==> src/rtl/lsp_park_pkg.sv <==
package lsp_park_pkg;

  localparam int TAP_W = 4;
  localparam int LOC_W = 3;
  localparam int CMD_N = 4;

  typedef enum logic [TAP_W-1:0] {
    ST_TLR    = 4'd0,
    ST_RTI    = 4'd1,
    ST_SEL_DR = 4'd2,
    ST_CAP_DR = 4'd3,
    ST_SH_DR  = 4'd4,
    ST_EX1_DR = 4'd5,
    ST_PA_DR  = 4'd6,
    ST_EX2_DR = 4'd7,
    ST_UPD_DR = 4'd8,
    ST_SEL_IR = 4'd9,
    ST_CAP_IR = 4'd10,
    ST_SH_IR  = 4'd11,
    ST_EX1_IR = 4'd12,
    ST_PA_IR  = 4'd13,
    ST_EX2_IR = 4'd14,
    ST_UPD_IR = 4'd15
  } tap_st_e;

  typedef enum logic [LOC_W-1:0] {
    LOC_UNPARKED = 3'd0,
    LOC_TLR      = 3'd1,
    LOC_RTI      = 3'd2,
    LOC_PDR      = 3'd3,
    LOC_PIR      = 3'd4
  } park_loc_e;

  // Packed in priority order, most significant first.
  typedef struct packed {
    logic park_tlr;
    logic park_rti;
    logic park_pause;
    logic unpark;
  } lsp_cmd_t;

endpackage

==> src/rtl/lsp_cmd_prio.sv <==
module lsp_cmd_prio
  import lsp_park_pkg::*;
(
  input  logic [CMD_N-1:0] raw_i,
  output lsp_cmd_t         cmd_o,
  output logic             any_park_o
);

  logic [CMD_N-1:0] grant;

  // Fixed priority: highest index wins.
  always_comb begin
    grant = '0;
    for (int i = CMD_N - 1; i >= 0; i--) begin
      if (raw_i[i] && (grant == '0)) begin
        grant[i] = 1'b1;
      end
    end
  end

  assign cmd_o      = lsp_cmd_t'(grant);
  assign any_park_o = |raw_i[CMD_N-1:1];

endmodule

==> src/rtl/lsp_loc_next.sv <==
module lsp_loc_next
  import lsp_park_pkg::*;
(
  input  park_loc_e loc_q,
  input  tap_st_e   st_i,
  input  logic      tms_i,
  input  lsp_cmd_t  cmd_i,
  input  logic      pending_q,
  input  logic      arm_q,
  output park_loc_e loc_d,
  output logic      unpark_now_o,
  output logic      pause_park_now_o
);

  logic idle_ready;
  logic pdr_ready;
  logic pir_ready;

  assign idle_ready = pending_q && (st_i == ST_RTI) && !tms_i;
  assign pdr_ready  = pending_q && (st_i == ST_PA_DR);
  assign pir_ready  = pending_q && (st_i == ST_PA_IR);

  always_comb begin
    loc_d = loc_q;
    unique case (loc_q)
      LOC_UNPARKED: begin
        if (cmd_i.park_tlr) begin
          loc_d = LOC_TLR;
        end else if (cmd_i.park_rti) begin
          loc_d = LOC_RTI;
        end else if (arm_q && tms_i && (st_i == ST_EX1_DR)) begin
          loc_d = LOC_PDR;
        end else if (arm_q && tms_i && (st_i == ST_EX1_IR)) begin
          loc_d = LOC_PIR;
        end
      end
      LOC_TLR, LOC_RTI: begin
        if (idle_ready) loc_d = LOC_UNPARKED;
      end
      LOC_PDR: begin
        if (pdr_ready) loc_d = LOC_UNPARKED;
      end
      LOC_PIR: begin
        if (pir_ready) loc_d = LOC_UNPARKED;
      end
      default: loc_d = LOC_TLR;
    endcase
  end

  assign unpark_now_o     = (loc_q != LOC_UNPARKED) && (loc_d == LOC_UNPARKED);
  assign pause_park_now_o = (loc_q == LOC_UNPARKED) &&
                            ((loc_d == LOC_PDR) || (loc_d == LOC_PIR));

endmodule

==> src/rtl/lsp_flags.sv <==
module lsp_flags
  import lsp_park_pkg::*;
(
  input  logic      tck,
  input  logic      trst_n,
  input  park_loc_e loc_q,
  input  lsp_cmd_t  cmd_i,
  input  logic      any_park_i,
  input  logic      unpark_now_i,
  input  logic      pause_park_now_i,
  output logic      pending_q,
  output logic      arm_q
);

  logic pending_d;
  logic arm_d;
  logic parked;

  assign parked = (loc_q != LOC_UNPARKED);

  always_comb begin
    pending_d = pending_q;
    if (any_park_i) begin
      pending_d = 1'b0;
    end else if (cmd_i.unpark && parked) begin
      pending_d = 1'b1;
    end else if (unpark_now_i) begin
      pending_d = 1'b0;
    end
  end

  always_comb begin
    arm_d = arm_q;
    if (cmd_i.park_pause && !parked) begin
      arm_d = 1'b1;
    end else if (cmd_i.park_tlr || cmd_i.park_rti || cmd_i.unpark) begin
      arm_d = 1'b0;
    end else if (pause_park_now_i) begin
      arm_d = 1'b0;
    end
  end

  always_ff @(negedge tck or negedge trst_n) begin
    if (!trst_n) begin
      pending_q <= 1'b0;
      arm_q     <= 1'b0;
    end else begin
      pending_q <= pending_d;
      arm_q     <= arm_d;
    end
  end


  pending_only_when_parked_chk: assert property (@(negedge tck) disable iff (!trst_n)
    (loc_q == LOC_UNPARKED) |-> !pending_q);

endmodule

==> src/rtl/lsp_out_reg.sv <==
module lsp_out_reg
  import lsp_park_pkg::*;
(
  input  logic      tck,
  input  logic      trst_n,
  input  park_loc_e loc_d,
  input  logic      tms_i,
  input  tap_st_e   st_i,
  output park_loc_e loc_q,
  output logic      tms_local_q
);

  logic tms_local_d;

  always_comb begin
    unique case (loc_d)
      LOC_UNPARKED: tms_local_d = tms_i;
      LOC_TLR:      tms_local_d = 1'b1;
      default:      tms_local_d = 1'b0;
    endcase
  end

  always_ff @(negedge tck or negedge trst_n) begin
    if (!trst_n) begin
      loc_q       <= LOC_TLR;
      tms_local_q <= 1'b1;
    end else begin
      loc_q       <= loc_d;
      tms_local_q <= tms_local_d;
    end
  end


  follow_main_chk: assert property (@(negedge tck) disable iff (!trst_n)
    (loc_q == LOC_UNPARKED) |-> (tms_local_q == $past(tms_i)));


  tlr_hold_chk: assert property (@(negedge tck) disable iff (!trst_n)
    (loc_q == LOC_TLR) |-> tms_local_q);


  low_hold_chk: assert property (@(negedge tck) disable iff (!trst_n)
    ((loc_q == LOC_RTI) || (loc_q == LOC_PDR) || (loc_q == LOC_PIR)) |-> !tms_local_q);


  pause_entry_chk: assert property (@(negedge tck) disable iff (!trst_n)
    (($past(loc_q) == LOC_UNPARKED) && (loc_q == LOC_PDR)) |->
      (($past(st_i) == ST_EX1_DR) && $past(tms_i)));


  idle_unpark_chk: assert property (@(negedge tck) disable iff (!trst_n)
    ((($past(loc_q) == LOC_TLR) || ($past(loc_q) == LOC_RTI)) && (loc_q == LOC_UNPARKED)) |->
      (($past(st_i) == ST_RTI) && !$past(tms_i)));


  pause_unpark_chk: assert property (@(negedge tck) disable iff (!trst_n)
    (($past(loc_q) == LOC_PIR) && (loc_q == LOC_UNPARKED)) |-> ($past(st_i) == ST_PA_IR));

endmodule

==> src/rtl/lsp_park_ctrl.sv <==
module lsp_park_ctrl
  import lsp_park_pkg::*;
(
  input  logic             tck,
  input  logic             trst_n,
  input  logic             tms_main,
  input  logic [TAP_W-1:0] main_state,
  input  logic             cmd_unpark,
  input  logic             cmd_park_tlr,
  input  logic             cmd_park_rti,
  input  logic             cmd_park_pause,
  output logic             tms_local,
  output logic             port_active,
  output logic [LOC_W-1:0] park_loc
);

  tap_st_e   st;
  lsp_cmd_t  cmd;
  logic      any_park;
  park_loc_e loc_q;
  park_loc_e loc_d;
  logic      pending_q;
  logic      arm_q;
  logic      unpark_now;
  logic      pause_park_now;

  assign st = tap_st_e'(main_state);

  lsp_cmd_prio u_prio (
    .raw_i      ({cmd_park_tlr, cmd_park_rti, cmd_park_pause, cmd_unpark}),
    .cmd_o      (cmd),
    .any_park_o (any_park)
  );

  lsp_loc_next u_next (
    .loc_q            (loc_q),
    .st_i             (st),
    .tms_i            (tms_main),
    .cmd_i            (cmd),
    .pending_q        (pending_q),
    .arm_q            (arm_q),
    .loc_d            (loc_d),
    .unpark_now_o     (unpark_now),
    .pause_park_now_o (pause_park_now)
  );

  lsp_flags u_flags (
    .tck              (tck),
    .trst_n           (trst_n),
    .loc_q            (loc_q),
    .cmd_i            (cmd),
    .any_park_i       (any_park),
    .unpark_now_i     (unpark_now),
    .pause_park_now_i (pause_park_now),
    .pending_q        (pending_q),
    .arm_q            (arm_q)
  );

  lsp_out_reg u_out (
    .tck         (tck),
    .trst_n      (trst_n),
    .loc_d       (loc_d),
    .tms_i       (tms_main),
    .st_i        (st),
    .loc_q       (loc_q),
    .tms_local_q (tms_local)
  );

  assign port_active = (loc_q == LOC_UNPARKED);
  assign park_loc    = loc_q;


  parked_ignores_park_chk: assert property (@(negedge tck) disable iff (!trst_n)
    (($past(park_loc) != 3'd0) && $past(cmd_park_tlr || cmd_park_rti || cmd_park_pause)) |->
      (park_loc == $past(park_loc)));

endmodule

==> config.mk <==
export PLATFORM = sky130hd
export DESIGN_NAME = lsp_park_ctrl
export DESIGN_NICKNAME = d
export VERILOG_FILES = /design/src/rtl/lsp_park_pkg.sv /design/src/rtl/lsp_cmd_prio.sv /design/src/rtl/lsp_loc_next.sv /design/src/rtl/lsp_flags.sv /design/src/rtl/lsp_out_reg.sv /design/src/rtl/lsp_park_ctrl.sv
export SDC_FILE = /design/constraint.sdc
export NUM_CORES = 1
export LEC_CHECK = 0
export BUFFER_PORTS_ARGS = -buffer_cell sky130_fd_sc_hd__buf_2
export CORE_AREA = 4 4 41 43
export DETAILED_ROUTE_END_ITERATION = 8
export DIE_AREA = 0 0 45 47
export HOLD_SLACK_MARGIN = 0.06
export PLACE_DENSITY_LB_ADDON = 0.05
export SYNTH_ARGS = -nofsm -noshare
export SYNTH_HDL_FRONTEND = slang
export SYNTH_HIERARCHICAL = 1
export SYNTH_SLANG_ARGS = --single-unit
==> constraint.sdc <==
create_clock -name tck -period 2.1 [get_ports tck]
set_clock_uncertainty 0.2 [all_clocks]
set_input_delay 0 -clock tck [delete_from_list [all_inputs] [get_ports tck]]
set_output_delay 0 -clock tck [all_outputs]
set_load 0.05 [all_outputs]
==> results.md, run 1 <==
* Status: finished, violations left
* Failing checks: negative setup slack
* PwrDens at approximately 830 nW/µm²
* Yosys cell types at 33
* Crit-path cells: buf_6 -> nand3b_1 -> o211ai_1 -> o41ai_4 -> buf_4 -> and4b_2 -> nand2b_4 -> a21oi_2
* Multi-input logic area at approximately 400 µm²
* Setup slack, reg-to-reg at -0.04 ns
* VDD IR max at 0.495 mV
* Most frequent cell after synthesis: nor2_1
* Top FF cell, synth: dfrtn_1
* Placed cell areas at 754 µm²
* Syn Inst Count at 54
* Setup tns final at -2.29 ns
* Root buf cell: clkbuf_4
* DP HPWL at 1160 µm
* Fin. Hold Viols at 0
* Critical Path Source Type: input pin
* CP Data Required Time at 0.94 ns
* Asr flop ratio synth at 100%
* Vias/cell at between 5 and 6
* Initial Util at 39.4%
* Smallest setup slack after layout at -0.456 ns
* Nets at 108
* RSZ-0062 raised after global routing: yes
* Num ports at 16
* Reg area at 153 µm²
* Synth top area cells: dfrtn_1 20%, dfstp_2 10%, o41ai_4 5.4%
* Slew @ Worst Pin at 0.332 ns
* Register area share after synthesis at 29.8%
* DR WL/cell at between 10 and 15 µm
* GP Congestion at 0.776
* Worst rel slew slack at 77.6%
* Largest net degree at the start of global routing at 8
* R2r endpoint: u_flags/arm_q
* Clock Latency Late Sink at 0.29 ns
* Die Wd at 45 µm
* Core Area at 1300 µm²
* # rows at 13
* DRC viols at 0
* Fraction of layout cells with a size suffix above 1 at between 60% and 70%
* Compound-Gate Fraction of Synth Area at between 20% and 30%
* Total track usage at 17.1%
* Worst R2R Path Depth at 7
* DR pass1 iterations at 4
* Post-synth EDFFs at 0
* First-pass GRT wire length at 2640 µm
* Port buffer count at 15
* Met1 usage at 23.1%
* Sequential share of power at 24.1%
* Max Cap Viol at 0
* Post-synth top area share at 19.5%
* # setup viols final at 11
* Xor/xnor share of the synthesized area at 0%
* Slew Viols, Final at 0
* Cts bufs inserted at 3
* Mean post-synth cell area at 9.50 µm²
* Final instance area at 918 µm²
* Logic pwr share at 59.3%
* Worst stage delay on the critical path at 0.33 ns
* Area leader, netlist: dfrtn_1
* Crit. End Element: flip-flop
* Final Core Density at between 70 and 80%
* DR vias at 604
* Cts hold-fix bufs at 0
* Commonest cells post-synth: 5 x nor2_1, 4 x dfrtn_1, 3 x inv_1, 3 x nor3_1
* Synth warn at 6
* RR Startpoint: u_out/loc_q[2]
* Met2 usage at 28.2%
* Starting DRT DRC Count at 10
* Mapped Nets at 65
* Yosys reg bits at 6
* Crit path DAT at 1.40 ns
* Mux contribution to synthesized area at 0%
* Leakage at 0.428 nW
* H-tree levels at 1
* Gr busiest metal: met2
* Simple-gate area share of the yosys netlist at 45.9%
* Max FO, Critical Path at 3
* Fillers at 106
* P&R area growth vs syn at 79.0%
* Clock power share at 16.5%
* Ant. Diodes at 0
* WL final at 1550 µm
* Full die area at 2120 µm²
* Clock Path Buffers at 2
* Vias in the first global route at between 500 and 600
* Die H at 47 µm
* NetSw at 312 µW
* Sw Ratio at 40.8%
* GR Layer Usage met3 at about 2.3%
* Internal at 453 µW
* Remaining Overflow, GRT at 0
* CTS clk-pin slew, worst paths at ~0.04 ns
* Crit Path Class: input pin to flip-flop
* Worst Hold Class: input pin to asynchronous set/reset pin
* Crit-path slowest cell: o211ai_1
* Post-Syn Area at 513 µm²
* Largest family of logic cells by synthesized area: simple AND/OR/NAND/NOR gates
* Clock sinks at 6
* DRT antenna net count at 0
* Synth Area in Adders at 0%
* Initial antenna violation count at 0
* CTS tree: done
-- per-layer routing --
layer,vias up,wire (µm)
met3,0,102
met1,290,638
met4,0,0
li1,297,-
met5,-,0
met2,17,811
-- logic make-up after synthesis --
| kind of cell | Yosys count |
|---|---|
| buffers and inverters | 4 |
| AO/OA/AOI/OAI | 11 |
| AND/OR/NAND/NOR | 33 |
| flip-flops | 6 |
-- registers in the layout, indices dropped and copies added, names as in the netlist --
register,flops
u_out/loc_q,3
u_flags/arm_q,1
u_flags/pending_q,1
u_out/tms_local_q,1
-- how the worst max path moves through the flow --
stage	startpoint	end	slack, ns	depth (start not counted)
floorplan	main_state[0]	u_flags/arm_q	-0.58	7
global placement	main_state[0]	u_flags/arm_q	-0.72	8
detailed placement	main_state[1]	u_flags/arm_q	-0.75	8
CTS	main_state[0]	u_flags/arm_q	-0.45	8
global route	main_state[1]	u_flags/pending_q	-0.49	8
finish	main_state[1]	u_flags/pending_q	-0.46	8
-- critical path, delay by kind of cell --
| kind | cells | cell delay [ns] |
|---|---|---|
| AO/OA/AOI/OAI | 3 | 0.53 |
| buffers and inverters | 2 | 0.26 |
| AND/OR/NAND/NOR | 3 | 0.63 |
-- placed cells by master, fill, tap and decap left out, drive strengths merged, types with 3 or more instances in the layout --
cell type,instances
buf,38
clkbuf,4
dfrtn,4
inv,4
nor2,5
nor3,5
or3,3
-- timing repair --
action	in CTS	in global routing
setup endpoints to repair	11	11
setup buffers	4	1
pin swaps	10	7
resized for setup	22	6
-- through the flow --
stage                     hold slack (ns)  std cells  setup slack [ns]  total power [mW]
after floorplan                     0.287         54            -0.577             0.392
final                               0.301        111            -0.456             0.765
after detailed placement            0.352        102            -0.754             0.536
after global placement              0.351        102            -0.722             0.538
after global routing                0.300        111            -0.491             0.813
after CTS                           0.298        111            -0.452             0.744
-- final cells by class --
cell class              instances  area share [%]
clock inverters                 2           0.817
clock buffers                   4            2.86
flip-flops and latches          6            16.6
inverters                       2           0.817
multi-input cells              44            43.5
well taps                      15            2.04
repair buffers                 38            33.4
-- power groups by stage --
stage          Combinational (mW)  Sequential [mW]  Clock, mW
2_1_floorplan               0.111            0.272    0.00895
3_3_place_gp                0.352            0.177    0.00895
3_5_place_dp                0.351            0.176    0.00895
4_1_cts                     0.428            0.184      0.132
5_1_grt                     0.480            0.190      0.143
6_report                    0.454            0.185      0.127
Power figures use the tool's default switching activity.
==> inputs of run 2 (changes only) <==
--- a/config.mk
+++ b/config.mk
@@ -5,7 +5,7 @@
 export SDC_FILE = /design/constraint.sdc
 export NUM_CORES = 1
 export LEC_CHECK = 0
-export BUFFER_PORTS_ARGS = -buffer_cell sky130_fd_sc_hd__buf_2
+export BUFFER_PORTS_ARGS = -buffer_cell sky130_fd_sc_hd__buf_4
 export CORE_AREA = 4 4 41 43
 export DETAILED_ROUTE_END_ITERATION = 8
 export DIE_AREA = 0 0 45 47
==> run 2 against run 1 <==
The flow still finishes with violations (negative setup slack). Non-clock buffer count grew 7. Sequential power is essentially flat. Die area is the same. Count of clock-buffer cells in the layout is the same. Core utilization grew 8.6 points. Setup slack lost 0.088 ns. Via count grew 12%.
==> results.md, run 2 (synthesis results as in run 1) <==
* Core Area at 1300 µm²
* Max reg flops at 3
* Final Core Density at 79.1%
* Slew @ Worst Pin at approximately 0.34 ns
* # rows at 13
* Nets at 115
* First-pass GRT wire length at 2920 µm
* Worst rel slew slack at between 70% and 80%
* Root buf cell: clkbuf_4
* Worst R2R Path Depth at 7
* Crit. End Element: flip-flop
* Port buffer count at 15
* Fin. Hold Viols at 0
* Initial antenna violation count at 0
* CTS clk-pin slew, worst paths at 0.04 ns
* P&R area growth vs syn at 101%
* Failing checks: negative setup slack
* Final hold slack at 0.279 ns
* Non-Filler Instances at 118
* Slew Viols, Final at 0
* Crit path DAT at around 1.5 ns
* R2r endpoint: u_flags/arm_q
* Starting DRT DRC Count at 9
* Vias/cell at 5.74
* VDD IR max at 0.600 mV
* Setup slack, reg-to-reg at -0.25 ns
* Leakage at 0.484 nW
* Full die area at about 2100 µm²
* CTS tree: done
* WL final at 2000 µm
* Largest net degree at the start of global routing at 8
* GP Congestion at 0.780
* CP startpoint: main_state[2]
* Clock sinks at 6
* Max FO, Critical Path at 4
* Ant. Diodes at 0
* Vias in the first global route at 690
* Clock Path Buffers at 2
* Reg with most FFs: u_out/loc_q
* DR vias at about 680
* Pwr Total at approximately 900 µW
* Die Wd at 45 µm
* Crit Path Class: input pin to flip-flop
* Cts hold-fix bufs at 0
* RSZ-0062 raised after global routing: yes
* Critical Path Source Type: input pin
* DRC viols at 0
* CP Data Required Time at 0.95 ns
* Multi-input logic area at 412 µm²
* # setup viols final at 11
* Max Cap Viol at 0
* Smallest setup slack after layout at -0.544 ns
* Commonest non-fill, non-tap cell in the layout: buf_4
* Placed cell areas at 785 µm²
* Commonest cells after routing, fill and taps aside: 30 x buf_4, 12 x buf_6, 4 x dfrtn_1, 4 x inv_1, 4 x nor2_1
* Final instance area at 1030 µm²
* Die H at approximately 47 µm
* DR WL/cell at 16.9 µm
* PwrDens at 874 nW/µm²
* CP endpoint: u_flags/arm_q
* RR Startpoint: u_out/loc_q[0]
* H-tree levels at 1
* DR pass1 iterations at 4
* Placed insts at a little over 100
* DRT antenna net count at 0
* Num ports at 16
* Total track usage at 18.8%
* Worst Hold Class: input pin to asynchronous set/reset pin
* Fraction of layout cells with a size suffix above 1 at 68.0%
* Status: finished, violations left
* Fillers at 81
* Cts bufs inserted at 3
* DP HPWL at 1190 µm
* Initial Util at about 39%
* Clock Latency Late Sink at 0.30 ns
* Reg area at approximately 150 µm²
* Remaining Overflow, GRT at 0
run 2: worst max-delay path: stages:
cell	delay, ns
buf_4	0.12
and2b_2	0.23
nand3_1	0.10
a21oi_1	0.07
or3_4	0.37
a311oi_2	0.33
nor4_2	0.07
a22o_1	0.19
run 2: layout make-up:
class | count | area share, %
inverters | 2 | 0.729
clock buffers | 4 | 2.55
repair buffers | 45 | 39.4
well taps | 15 | 1.82
multi-input cells | 44 | 40.0
clock inverters | 2 | 0.729
flip-flops and latches | 6 | 14.8
run 2: timing repair:
item,in CTS,in global routing
pin swaps,7,7
endpoints found under the setup margin,11,11
endpoints found under the hold margin,0,0
setup buffers,9,5
gates resized for setup,22,8
run 2: where the power goes:
group | internal, mW | switching, mW | total, mW
logic | 0.297 | 0.283 | 0.580
clock network | 0.0776 | 0.0589 | 0.136
registers | 0.153 | 0.0311 | 0.184
run 2: layer usage:
metal | vias to the layer above | global-route usage (%) | wire (µm)
met5 | - | 0 | 0
met4 | 0 | 8.19 | 46
met3 | 8 | 4.98 | 124
met2 | 32 | 33.1 | 1040
met1 | 330 | 21.5 | 787
li1 | 307 | - | -
run 2: worst min path at each step:
stage,end
after global routing,u_flags/arm_q
after CTS,u_out/loc_q[1]
after detailed placement,u_flags/arm_q
after global placement,u_flags/arm_q
final,u_flags/arm_q
after floorplan,u_flags/pending_q
run 2: per-stage QoR:
stage | TNS, ns | setup WS (ns)
global route | -3.50 | -0.615
detailed placement | -3.10 | -0.755
finish | -3.15 | -0.544
floorplan | -1.63 | -0.577
CTS | -2.39 | -0.459
global placement | -3.04 | -0.722
==> inputs of run 3 (changes only) <==
--- a/config.mk
+++ b/config.mk
@@ -11,6 +11,7 @@
 export DIE_AREA = 0 0 45 47
 export HOLD_SLACK_MARGIN = 0.06
 export PLACE_DENSITY_LB_ADDON = 0.05
+export REMOVE_ABC_BUFFERS = 1
 export SYNTH_ARGS = -nofsm -noshare
 export SYNTH_HDL_FRONTEND = slang
 export SYNTH_HIERARCHICAL = 1
==> run 3 against run 2 <==
The run still ends with negative setup slack left. Setup slack gained 0.055 ns. Via count shrank 2.4%. Sequential power is essentially flat. Power shrank 7.1%. Critical path depth grew 1. Wire length shrank 2.2%. First-iteration DRC count grew 67%. Non-clock buffer count shrank 2. Largest cell class unchanged. Highest routed layer unchanged.
==> results.md, run 3 (synthesis results as in run 1) <==
* Nets at 113
* DP HPWL at 1190 µm
* Smallest setup slack after layout at -0.489 ns
* Initial Util at 39.4%
* DR pass1 iterations at 4
* # rows at 13
* Vias in the first global route at 694
* Ant. Diodes at 0
* Met1 WL at about 720 µm
* Worst Hold Class: input pin to asynchronous set/reset pin
* Met2 wire length at 1030 µm
* Slew @ Worst Pin at 0.359 ns
* Root buf cell: clkbuf_4
* Status: finished, violations left
* Max FO, Critical Path at 3
* VDD IR max at 0.600 mV
* Max reg flops at 3
* Wire length on met3 at 159 µm
* Critical Path Source Type: input pin
* Crit path DAT at 1.45 ns
* Crit Path Class: input pin to flip-flop
* Failing checks: negative setup slack
* RSZ-0062 raised after global routing: yes
* Largest net degree at the start of global routing at 8
* Die Wd at ~45 µm
* Fillers at 98
* First-pass GRT wire length at around 3000 µm
* Clock Latency Late Sink at 0.31 ns
* Placed cell areas at 787 µm²
* Max Cap Viol at 0
* CTS tree: done
* DR WL/cell at 16.9 µm
* WL final at 1960 µm
* Clock Path Buffers at 2
* Crit. End Element: flip-flop
* RR Startpoint: u_out/loc_q[1]
* PwrDens at 854 nW/µm²
* Die H at 47 µm
* Full die area at ~2100 µm²
* Remaining Overflow, GRT at 0
* CP Data Required Time at 0.96 ns
* Initial antenna violation count at 0
* Cts bufs inserted at 3
* DR vias at 661
* Worst rel slew slack at 76.1%
* DRT antenna net count at 0
* Reg with most FFs: u_out/loc_q
* CTS clk-pin slew, worst paths at 0.04 ns
* Commonest cells after routing, fill and taps aside: 34 x buf_4, 5 x buf_6, 5 x nor2_1
* P&R area growth vs syn at 91.0%
* Leakage at approximately 0.46 nW
* Core Area at 1300 µm²
* Commonest non-fill, non-tap cell in the layout: buf_4
* CP startpoint: main_state[1]
* Placed insts at 103
* Num ports at 16
* # setup viols final at 11
* Uppermost layer routed: met4
* H-tree levels at 1
* DRC viols at 0
* Clock sinks at 6
* Fraction of layout cells with a size suffix above 1 at 64.4%
* Fin. Hold Viols at 0
* Starting DRT DRC Count at 15
* Non-Filler Instances at between 100 and 150
* Final hold slack at 0.262 ns
* Slew Viols, Final at 0
* Final instance area at 980 µm²
* GP Congestion at 0.751
* Vias/cell at 5.70
* Port buffer count at 15
* Total track usage at 19.6%
-- run 3: critical path, cell delays in order --
cell and delay, ns:
buf_6 0.10, nand3b_1 0.20, buf_4 0.17, o211ai_1 0.26, o41ai_4 0.14, buf_4 0.16
and4b_2 0.25, nand2b_4 0.12, a21oi_2 0.05
-- run 3: report_power, final --
part	internal [mW]	switching (mW)	total, mW
sequential	0.153	0.0331	0.186
combinational	0.247	0.262	0.509
clock	0.0780	0.0634	0.141
-- run 3: stage by stage --
step | power (mW) | setup TNS, ns | setup slack (ns) | utilization, %
final | 0.836 | -2.71 | -0.489 | 75.3
after global routing | 0.881 | -3.05 | -0.523 | 75.3
after CTS | 0.786 | -2.66 | -0.499 | 74.0
after detailed placement | 0.555 | -3.20 | -0.775 | 60.5
after floorplan | 0.386 | -1.71 | -0.629 | -
after global placement | 0.556 | -3.06 | -0.760 | 60.5
-- run 3: timing repair --
| item | in CTS | in global routing |
|---|---|---|
| pin swaps | 4 | 3 |
| gates resized for setup | 22 | 5 |
| setup buffers | 8 | 2 |
| hold buffers | 0 | 0 |
| endpoints found under the setup margin | 11 | 11 |
-- run 3: layout make-up --
type                            instances  area [µm²]  area share, %
Inverter                                2        7.51          0.766
Multi-Input combinational cell         44         395           40.4
Timing Repair Buffer                   43         372           37.9
Tap cell                               15        18.8           1.92
Clock inverter                          2        7.51          0.766
Clock buffer                            4        26.3           2.68
Sequential cell                         6         153           15.6
-- run 3: path summary, 6_finish.rpt --
check	end	slack, ns	cells past startpoint
max in group asynchronous	u_out/tms_local_q	1.15	1
hold / removal	u_flags/pending_q	0.26	1
hold reg to reg	u_flags/arm_q	0.38	2
setup reg to reg	u_flags/arm_q	-0.18	7
min in group tck	u_flags/arm_q	0.38	2
setup / recovery	u_flags/pending_q	-0.49	9
-- run 3: per-layer routing --
layer  vias up  GRT usage (%)
met4         0           11.7
met2        35           34.7
met5         -              0
met1       309           20.3
met3         9           6.13
li1        308              -
